### src/rtl/pwm_timer16.sv
`timescale 1ns/1ps
module pwm_timer16 #(
  parameter int W = 16
) (
  input  logic         clk,
  input  logic         rst_n,
  input  logic         tick,
  input  logic [3:0]   mode,
  input  logic [1:0]   coma,
  input  logic [1:0]   comb,
  input  logic [W-1:0] wdata,
  input  logic         wr_ocra,
  input  logic         wr_ocrb,
  input  logic         wr_lim,
  output logic [W-1:0] count,
  output logic         oca,
  output logic         ocb,
  output logic         oca_en,
  output logic         ocb_en,
  output logic         ovf,
  output logic         cmpa_hit,
  output logic         cmpb_hit
);
  localparam logic [W-1:0] MAXV = '1;
  localparam logic [W-1:0] T8   = W'(255);
  localparam logic [W-1:0] T9   = W'(511);
  localparam logic [W-1:0] T10  = W'(1023);

  logic [W-1:0] ocra_q, ocrb_q, bufa_q, bufb_q, lim_q, top;
  logic         up_q;

  wire m_idle = (mode == 4'd13);
  wire m_dual = mode inside {4'd1, 4'd2, 4'd3, 4'd8, 4'd9, 4'd10, 4'd11};
  wire m_fast = mode inside {4'd5, 4'd6, 4'd7, 4'd14, 4'd15};
  wire m_pfc  = mode inside {4'd8, 4'd9};
  wire m_tog  = mode inside {4'd8, 4'd9, 4'd10, 4'd11};
  wire m_imm  = !m_dual && !m_fast;

  always_comb begin
    case (mode)
      4'd1, 4'd5:                  top = T8;
      4'd2, 4'd6:                  top = T9;
      4'd3, 4'd7:                  top = T10;
      4'd4, 4'd9, 4'd11, 4'd15:    top = ocra_q;
      4'd8, 4'd10, 4'd12, 4'd14:   top = lim_q;
      default:                     top = MAXV;
    endcase
  end

  wire at_top = (count == top);
  wire at_bot = (count == '0);
  wire hit_a  = (count == ocra_q);
  wire hit_b  = (count == ocrb_q);
  wire step   = tick && !m_idle;
  wire load   = tick && ((m_fast || m_pfc) ? at_bot : (m_dual && at_top));
  wire a_en_d = !m_idle && ((coma == 2'b01) ? m_tog : (coma != 2'b00));
  wire b_en_d = !m_idle && comb[1];

  function automatic logic pin_upd(input logic [1:0] code, input logic cur,
                                   input logic hit, input logic wrap,
                                   input logic dual, input logic fast,
                                   input logic up);
    if (code == 2'b01)
      return hit ? ~cur : cur;
    if (dual)
      return hit ? (up ? code[0] : ~code[0]) : cur;
    if (fast)
      return wrap ? ~code[0] : (hit ? code[0] : cur);
    return hit ? code[0] : cur;
  endfunction

  always_ff @(posedge clk) begin
    if (!rst_n) begin
      count <= '0;
      up_q  <= 1'b1;
    end else if (step) begin
      if (m_dual) begin
        if (up_q) begin
          if (count >= top) begin
            up_q  <= 1'b0;
            count <= at_bot ? '0 : count - 1'b1;
          end else begin
            count <= count + 1'b1;
          end
        end else if (at_bot) begin
          up_q  <= 1'b1;
          count <= count + 1'b1;
        end else begin
          count <= count - 1'b1;
        end
      end else begin
        count <= at_top ? '0 : count + 1'b1;
      end
    end
  end

  always_ff @(posedge clk) begin
    if (!rst_n) begin
      ocra_q <= '0;
      ocrb_q <= '0;
      bufa_q <= '0;
      bufb_q <= '0;
      lim_q  <= '0;
    end else begin
      if (wr_lim) lim_q <= wdata;
      if (wr_ocra) bufa_q <= wdata;
      if (wr_ocrb) bufb_q <= wdata;
      if (wr_ocra && m_imm)    ocra_q <= wdata;
      else if (load && !m_imm) ocra_q <= bufa_q;
      if (wr_ocrb && m_imm)    ocrb_q <= wdata;
      else if (load && !m_imm) ocrb_q <= bufb_q;
    end
  end

  always_ff @(posedge clk) begin
    if (!rst_n) begin
      ovf      <= 1'b0;
      cmpa_hit <= 1'b0;
      cmpb_hit <= 1'b0;
    end else begin
      ovf      <= step && (m_dual ? (at_bot && !up_q) :
                           m_fast ? at_top : (count == MAXV));
      cmpa_hit <= step && hit_a;
      cmpb_hit <= step && hit_b;
    end
  end

  always_ff @(posedge clk) begin
    if (!rst_n) begin
      oca    <= 1'b0;
      ocb    <= 1'b0;
      oca_en <= 1'b0;
      ocb_en <= 1'b0;
    end else begin
      oca_en <= a_en_d;
      ocb_en <= b_en_d;
      if (!a_en_d)   oca <= 1'b0;
      else if (tick) oca <= pin_upd(coma, oca, hit_a, at_top, m_dual, m_fast, up_q);
      if (!b_en_d)   ocb <= 1'b0;
      else if (tick) ocb <= pin_upd(comb, ocb, hit_b, at_top, m_dual, m_fast, up_q);
    end
  end
endmodule

### config.mk
export PLATFORM = sky130hd
export DESIGN_NAME = pwm_timer16
export DESIGN_NICKNAME = d
export VERILOG_FILES = /design/src/rtl/pwm_timer16.sv
export SDC_FILE = /design/constraint.sdc
export NUM_CORES = 1
export LEC_CHECK = 0
export BUFFER_PORTS_ARGS = -buffer_cell sky130_fd_sc_hd__buf_2
export CAP_MARGIN = 10
export CORE_AREA = 2 2 104 106
export DETAILED_ROUTE_END_ITERATION = 7
export DIE_AREA = 0 0 106 108
export HOLD_SLACK_MARGIN = 0.02
export PLACE_DENSITY_LB_ADDON = 0.12
export SETUP_SLACK_MARGIN = 0.4
export SYNTH_ARGS = -nofsm -noshare
export SYNTH_HDL_FRONTEND = slang
export SYNTH_SLANG_ARGS = --single-unit
### constraint.sdc
create_clock -name clk -period 4.55 [get_ports clk]
set_clock_uncertainty 0.15 [all_clocks]
set_input_delay 0.2275 -clock clk [delete_from_list [all_inputs] [get_ports clk]]
set_output_delay 0.2275 -clock clk [all_outputs]
set_load 0.02 [all_outputs]
After elaboration in Yosys (flattened, before gate mapping)

Cells that the tools add are included.

Input port bits: 30
Flip-flop bits (word level): 104
Word-level logic and storage cells: 145

Mux-type cells: 68
$add $sub $neg: 2
Equality and inequality tests: 21
Magnitude comparators: 1
Reduce and logical (&&, ||, !) cells: 35
Bitwise gates (word level): 4

Operator list:

| kind                    | number |
|---|---|
| $mux W16                | 10 |
| $pmux W16 S5            | 1 |
| $mux W1                 | 57 |
| $eq A16 B16 Y1          | 3 |
| $eq A4 B4 Y1 const B    | 8 |
| $add A16 B1 Y16 const B | 1 |
| $eq A16 B16 Y1 const B  | 1 |
| $eq A4 B3 Y1 const B    | 4 |
| $ge A16 B16 Y1          | 1 |
| $logic_not A16 Y1       | 1 |
| $sub A16 B1 Y16 const B | 1 |
| $logic_and A1 B1 Y1     | 13 |
| $eq A4 B2 Y1 const B    | 2 |
| $reduce_bool A2 Y1      | 4 |
| $reduce_or A4 Y1        | 2 |
| $reduce_bool A7 Y1      | 1 |
| $reduce_and A2 Y1       | 3 |
| $reduce_or A2 Y1        | 3 |
| $logic_not A1 Y1        | 5 |
| $reduce_bool A5 Y1      | 1 |
| $eq A2 B1 Y1 const B    | 2 |
| $eq A4 B1 Y1 const B    | 1 |
| $not A1 Y1              | 4 |
| $reduce_bool A4 Y1      | 1 |
| $logic_or A1 B1 Y1      | 1 |

Longest topological paths before layout

Gate-level depths: netlist of run 1.

Depth after elaboration: 18
Mapped depth: 16

Worst setup path before layout of run 1

Ideal clock, no wire load.

Path kind: input-to-reg
Start point: input mode[0]
End point: register count[8]
Path slack: 859 ps
Required time: 4283 ps
Arrival time: 3424 ps
Cell stages on the path: 14
Library setup time: 117 ps
Cell sequence: clkbuf_1 -> inv_1 -> nor3_1 -> a21oi_1 -> o211a_1 -> ha_1 -> nand4_2 -> or4_4 -> o211a_1 -> and3_4 -> buf_6 -> a31o_4 -> a221o_1 -> a32o_1

Longest elaborated chain between the ends: 7
Elaborated cells between the ends (all ways): 30
Classes of those cells: order compare: 1; eq/ne: 16; mux: 5; reduce/logical: 8

Ends and longest elaborated chain:

| element                                                     | RTL line | text |
|---|---|---|
| start: declaration                                          | 8        | `input logic [3:0] mode,` |
| $eq A4 B4 Y1, or another cell as far along                  | 40       | `case (mode)` |
| $reduce_or A4 Y1 / $reduce_or A2 Y1 (equally long branches) | 40       |  |
| $pmux W16 S5                                                | 40       |  |
| $ge A16 B16 Y1                                              | 79       | `if (count >= top) begin` |
| $mux W16                                                    | 79       |  |
| $mux W16                                                    | 78       | `if (up_q) begin` |
| $mux W16                                                    | 77       | `if (m_dual) begin` |
| end signal: assignment                                      | 81       | `count <= at_bot ? '0 : count - 1'b1;` |
| end signal: assignment                                      | 83       | `count <= count + 1'b1;` |
| end signal: assignment                                      | 87       | `count <= count + 1'b1;` |
| end: declaration                                            | 15       | `output logic [W-1:0] count,` |

Several ways; a longest one is shown, not always the timed one.
A chain may end at the register's enable or synchronous reset.

Final worst setup path of run 1

Start point: input mode[0]
End point: register count[6]

Same word-level chain as after synthesis.

==> results of run 1 <==
## worst paths after layout
kind              start         end  slack, ps
max             mode[0]    count[6]        760
min           wdata[11]  bufb_q[11]         30
max reg2reg    count[7]    count[6]       1210
min reg2reg  bufb_q[14]  ocrb_q[14]        340
## registers in the layout (all words and copies together), names as in the netlist
| signal | count |
|---|---|
| ocrb_q | 16 |
| count | 16 |
| cmpb_hit | 1 |
| oca | 1 |
| ocb_en | 1 |
| ocb | 1 |
| lim_q | 16 |
| bufb_q | 16 |
| oca_en | 1 |
| bufa_q | 16 |
| ovf | 1 |
| up_q | 1 |
| cmpa_hit | 1 |
| ocra_q | 16 |
## kinds of logic (layout without fill, tap and decap cells)
kind of cell / after synthesis / after routing / synth area share [%]
xor gates and xnor gates: 44 / 44 / 6.38
and+or+nand+nor: 304 / 304 / 23.9
buffers and inverters: 63 / 100 / 5.12
DFF: 104 / 104 / 34.5
adders and majority gates: 19 / 19 / 3.94
AOI/OAI and AO/OA: 144 / 144 / 18.0
muxes: 49 / 49 / 8.13
## per-layer routing
layer  vias to the layer above  track usage, %
li1                       2686               -
met1                      2669            39.2
met2                       252            48.2
met3                        53            3.86
met4                         0            16.8
met5                         -               0
## worst max-delay path, cell delays in order
cell      delay, ps
buf_2           170
inv_1           190
nor3_1          670
a21oi_1          90
o211a_1         240
ha_1            310
nand4_2         160
or4_4           600
nand3_1         290
nand2_2         110
a31oi_1         470
o221a_1         290
a211oi_1         70
## stage by stage
step,total power [mW],util (%),hold slack [ps],area [sq um]
after floorplan,1.26,-,149,6040
after global placement,1.35,60.9,312,6230
after detailed placement,1.37,60.9,320,6230
after CTS,1.97,64.4,20.4,6590
after global routing,2.05,64.6,38.6,6610
final,1.96,64.6,29.5,6610
## power breakdown
group / internal, mW / switching (mW)
Clock: 0.261 / 0.337
Sequential: 0.961 / 0.0422
Combinational: 0.143 / 0.217
## cells in the final DEF, fill, tap and decap left out, types with 12 or more instances in the layout
cell,n
xor2_1,24
xnor2_1,20
nand3_1,13
ha_1,19
nand2_1,99
and3_1,15
buf_2,52
a311oi_1,32
a21oi_1,28
mux2i_1,49
nand4_1,12
dlygate4sd3_1,17
dfxtp_1,104
nor2_1,107
## area by class of cell
type | count | share of cell area (%)
multi-input cells | 560 | 55.2
flip-flops and latches | 104 | 31.5
clock inverters | 5 | 0.965
clock buffers | 11 | 1.99
inverters | 10 | 0.568
repair buffers | 74 | 7.19
well taps | 136 | 2.57
## what timing repair did
item | 4_1_cts | 5_1_grt
resized for setup | 0 | 0
hold buffers | 17 | 0
hold endpoints to repair | 72 | 0
==> flow_summary.toml, run 1 <==
[logic_synthesis]
synthTopCellsByCount = "nor2_1, dfxtp_1, nand2_1, mux2i_1, clkbuf_1"
syn_area_sq_um = 6040
postSynth.asyncResetShare_pct = 0
yosys.area.top_type_share_pct = 34.5
synth-edff-count = 0
synth.most_common_cell = "nor2_1"
syn-instance-count = 727
avgSynthCellArea_sq_um = 8.30
synth-main-ff-cell = "dfxtp_1"
synth.net_count = 776
synth_cell_types = 72
ys_warn_count = 0
synth_seq_area_share_pct = 34.5
yosys-top-cells-area = "dfxtp_1, mux2i_1, nor2_1, nand2_1, a311oi_1"
yosys_register_bits = 104
synth_top_area_cell = "dfxtp_1"

[timing]
slew_headroom_pct = 20.9
setup_viol = 0
tns_ps = 0
rsz0062_at_grt = "no"
slew_violations = 0
period_minus_slack_ps = 3790
fin_crit_sh_pct = 83.3
hold_viol = 0
setup_ws_ps = 761
fmax_ghz = 0.264
tightest_slew_ps = 1180

[floorplan]
rows = 37
die-height_um = 108
die_w_um = 106
io_pins = 53
initial_core_util_pct = 59.0
fp.dieArea_sq_um = 11400
core_area_sq_um = 10200

[detailed_routing]
routed.top_layer = "met4"
routed-via-count = 5660
dr.pass1.iters = 8
ant_nets = 0
wl_per_cell_um = 18.6
met1_length_mm = 7.30
drc = 0
vias_per_cell = 6.29
wl_mm = 16.7
wl_met3_mm = 1.09
wl_met2_mm = 7.61
drt_iter0_markers = 474

[placement]
post-place-cells = 866
gp_congestion = 0.898
hpwlAfterDp_mm = 11.5
dp_slack_ps = 408
port_buffers = 52

[pwr]
powerDensity_nw_per_um2 = 297
vdd_ir_drop_max_mv = 0.184
p_leak_nw = 2.84

[clock_tree]
cts_buffer_depth = 2
clock-sinks = 104
numCtsBuffers = 9
post_cts_buffers = 0
clk_latency_ps = 380
cts-root-buf = "clkbuf_8"
clkTransAtPathRegs_ps = 110
cts_tree = "built"
cts_max_level = 3

[status]
status = "completed"

[worst_setup_path]
endpoint_kind = "flop"
rr_worst_depth = 8
crit_arrival_ps = 3890
crit_required_ps = 4650
path_max_fanout = 11
critPathKind = "in -> reg"
start_kind = "input pin"

[global_routing]
first_global_vias = 5328
track_usage_pct = 30.0
antenna_found_initial = 0
grt_start_max_net_pins = 69
grt_pass1_wl_mm = 27.2
gr-total-overflow = 0

[finish]
drive_above_1_share_pct = 12.6
multi_input_area_sq_um = 3650
fillers = 891
nets = 808
n_antenna_cell = 0
seq_area_sq_um = 2080
syn_to_final_growth_pct = 9.58
fin_cells = 900

[run]
drv_cap = 0

[min_path]
min_path_cells = 3
hold_path_class = "in -> reg"
Note: power is estimated with default switching activity, not from simulation.
==> run 2: changes to the inputs <==
CORE_AREA = 2 2 109 111   (was 2 2 104 106)
DIE_AREA = 0 0 111 113   (was 0 0 106 108)
clock period = 3.1 ns   (was 4.55 ns; I/O delays follow)
==> flow_summary.toml, run 2 (synthesis gave the netlist of run 1 again) <==
[global_routing]
track_usage_pct = 31.0
first_global_vias = 5930
grt_pass1_wl_mm = 30.8
gr-total-overflow = 0
grt_start_max_net_pins = 54
antenna_found_initial = 0

[timing]
setup_viol = 0
hold_viol = 0
tns_ps = 0
slew_violations = 0
fmax_ghz = 0.328
rsz0062_at_grt = "yes"
slew_headroom_pct = 37.2
period_minus_slack_ps = 3050
whs_ps = 54.3
fin_crit_sh_pct = 98.3
tightest_slew_ps = 942

[finish]
syn_to_final_growth_pct = 35.1
final_common_cell = "nor2_1"
final_cell_mix = "nor2_1, dfxtp_1, nand2_1"
design_area_sq_um = 8150
drive_above_1_share_pct = 33.1
n_antenna_cell = 0
fin_cells = 992
nets = 893
fillers = 868

[detailed_routing]
dr.pass1.iters = 5
vias_per_cell = 6.07
ant_nets = 0
drt_iter0_markers = 427
routed-via-count = 6023
wl_per_cell_um = 19.8
drc = 0
wl_mm = 19.7

[clock_tree]
numCtsBuffers = 9
cts_buffer_depth = 2
cts-root-buf = "clkbuf_16"
clock-sinks = 104
clk_latency_ps = 360
cts_tree = "built"
clkTransAtPathRegs_ps = 80
cts_max_level = 3

[floorplan]
die-height_um = 113
die_w_um = 111
fp.dieArea_sq_um = 12500
initial_core_util_pct = 53.5
io_pins = 53
rows = 39
core_area_sq_um = 11300

[worst_setup_path]
path_max_fanout = 8
rrSetupSlack_ps = 70
endpoint_kind = "flop"
crit_arrival_ps = 3160
start_kind = "input pin"
crit_required_ps = 3210
critPathKind = "in -> reg"

[pwr]
p_leak_nw = 3.63
p_total_mw = 3.43
powerDensity_nw_per_um2 = 421
vdd_ir_drop_max_mv = 0.397

[min_path]
hold_path_class = "in -> reg"

[placement]
gp_congestion = 0.972
port_buffers = 52
post-place-cells = 941
hpwlAfterDp_mm = 13.4
place_area_sq_um = 6990

[run]
drv_cap = 0

[status]
status = "completed"
==> run 2: per-layer routing <==
layer	wire length, um	GRT usage, %	vias to the layer above
li1	-	-	2863
met4	552	11.8	0
met1	8300	38.7	2928
met5	0	0	-
met2	9770	54.0	191
met3	1040	5.14	41
==> run 2: what timing repair did <==
item	CTS	global route
endpoints found under the hold margin	79	0
gates resized for setup	66	55
buffers inserted	8	5
endpoints found under the setup margin	50	51
pin swaps	71	34
cloned	3	0
hold buffers	19	0
==> run 2: path summary, 6_finish.rpt <==
path                   from         to  cells past startpoint
setup reg to reg   lim_q[9]  ocra_q[3]                     15
setup / recovery    mode[3]  ocra_q[3]                     17
hold / removal      coma[0]     oca_en                      3
hold reg to reg   bufa_q[3]  ocra_q[3]                      2
==> run 2: power by group <==
part,internal (mW),switching (mW),total (mW)
registers,1.41,0.0619,1.47
logic,0.337,0.406,0.743
clock network,0.646,0.569,1.21
==> run 2: final cells by class <==
type | instances | area [sq um] | area share, %
Multi-Input combinational cell | 560 | 4210 | 51.7
Sequential cell | 104 | 2090 | 25.7
Timing Repair Buffer | 159 | 1320 | 16.1
Clock buffer | 9 | 225 | 2.76
Tap cell | 143 | 179 | 2.19
Clock inverter | 7 | 86.3 | 1.06
Inverter | 10 | 42.5 | 0.522
==> run 2: through the flow <==
step	util (%)	worst slack (ps)
3_5_place_dp	62.0	-318
6_report	72.3	53.3
4_1_cts	69.7	188
3_3_place_gp	62.0	-246
2_1_floorplan	-	-53.4
5_1_grt	72.3	-22.6
==> run 2: critical path, cell delays in order <==
cell	delay (ps)
buf_4	140
or3_4	400
nand2_4	110
buf_4	110
a21oi_1	60
ha_1	340
buf_6	120
nand4_4	70
or4_4	510
buf_6	150
o22ai_4	100
buf_6	130
o21a_4	160
buf_6	140
buf_16	150
nand2_1	60
a311oi_1	240
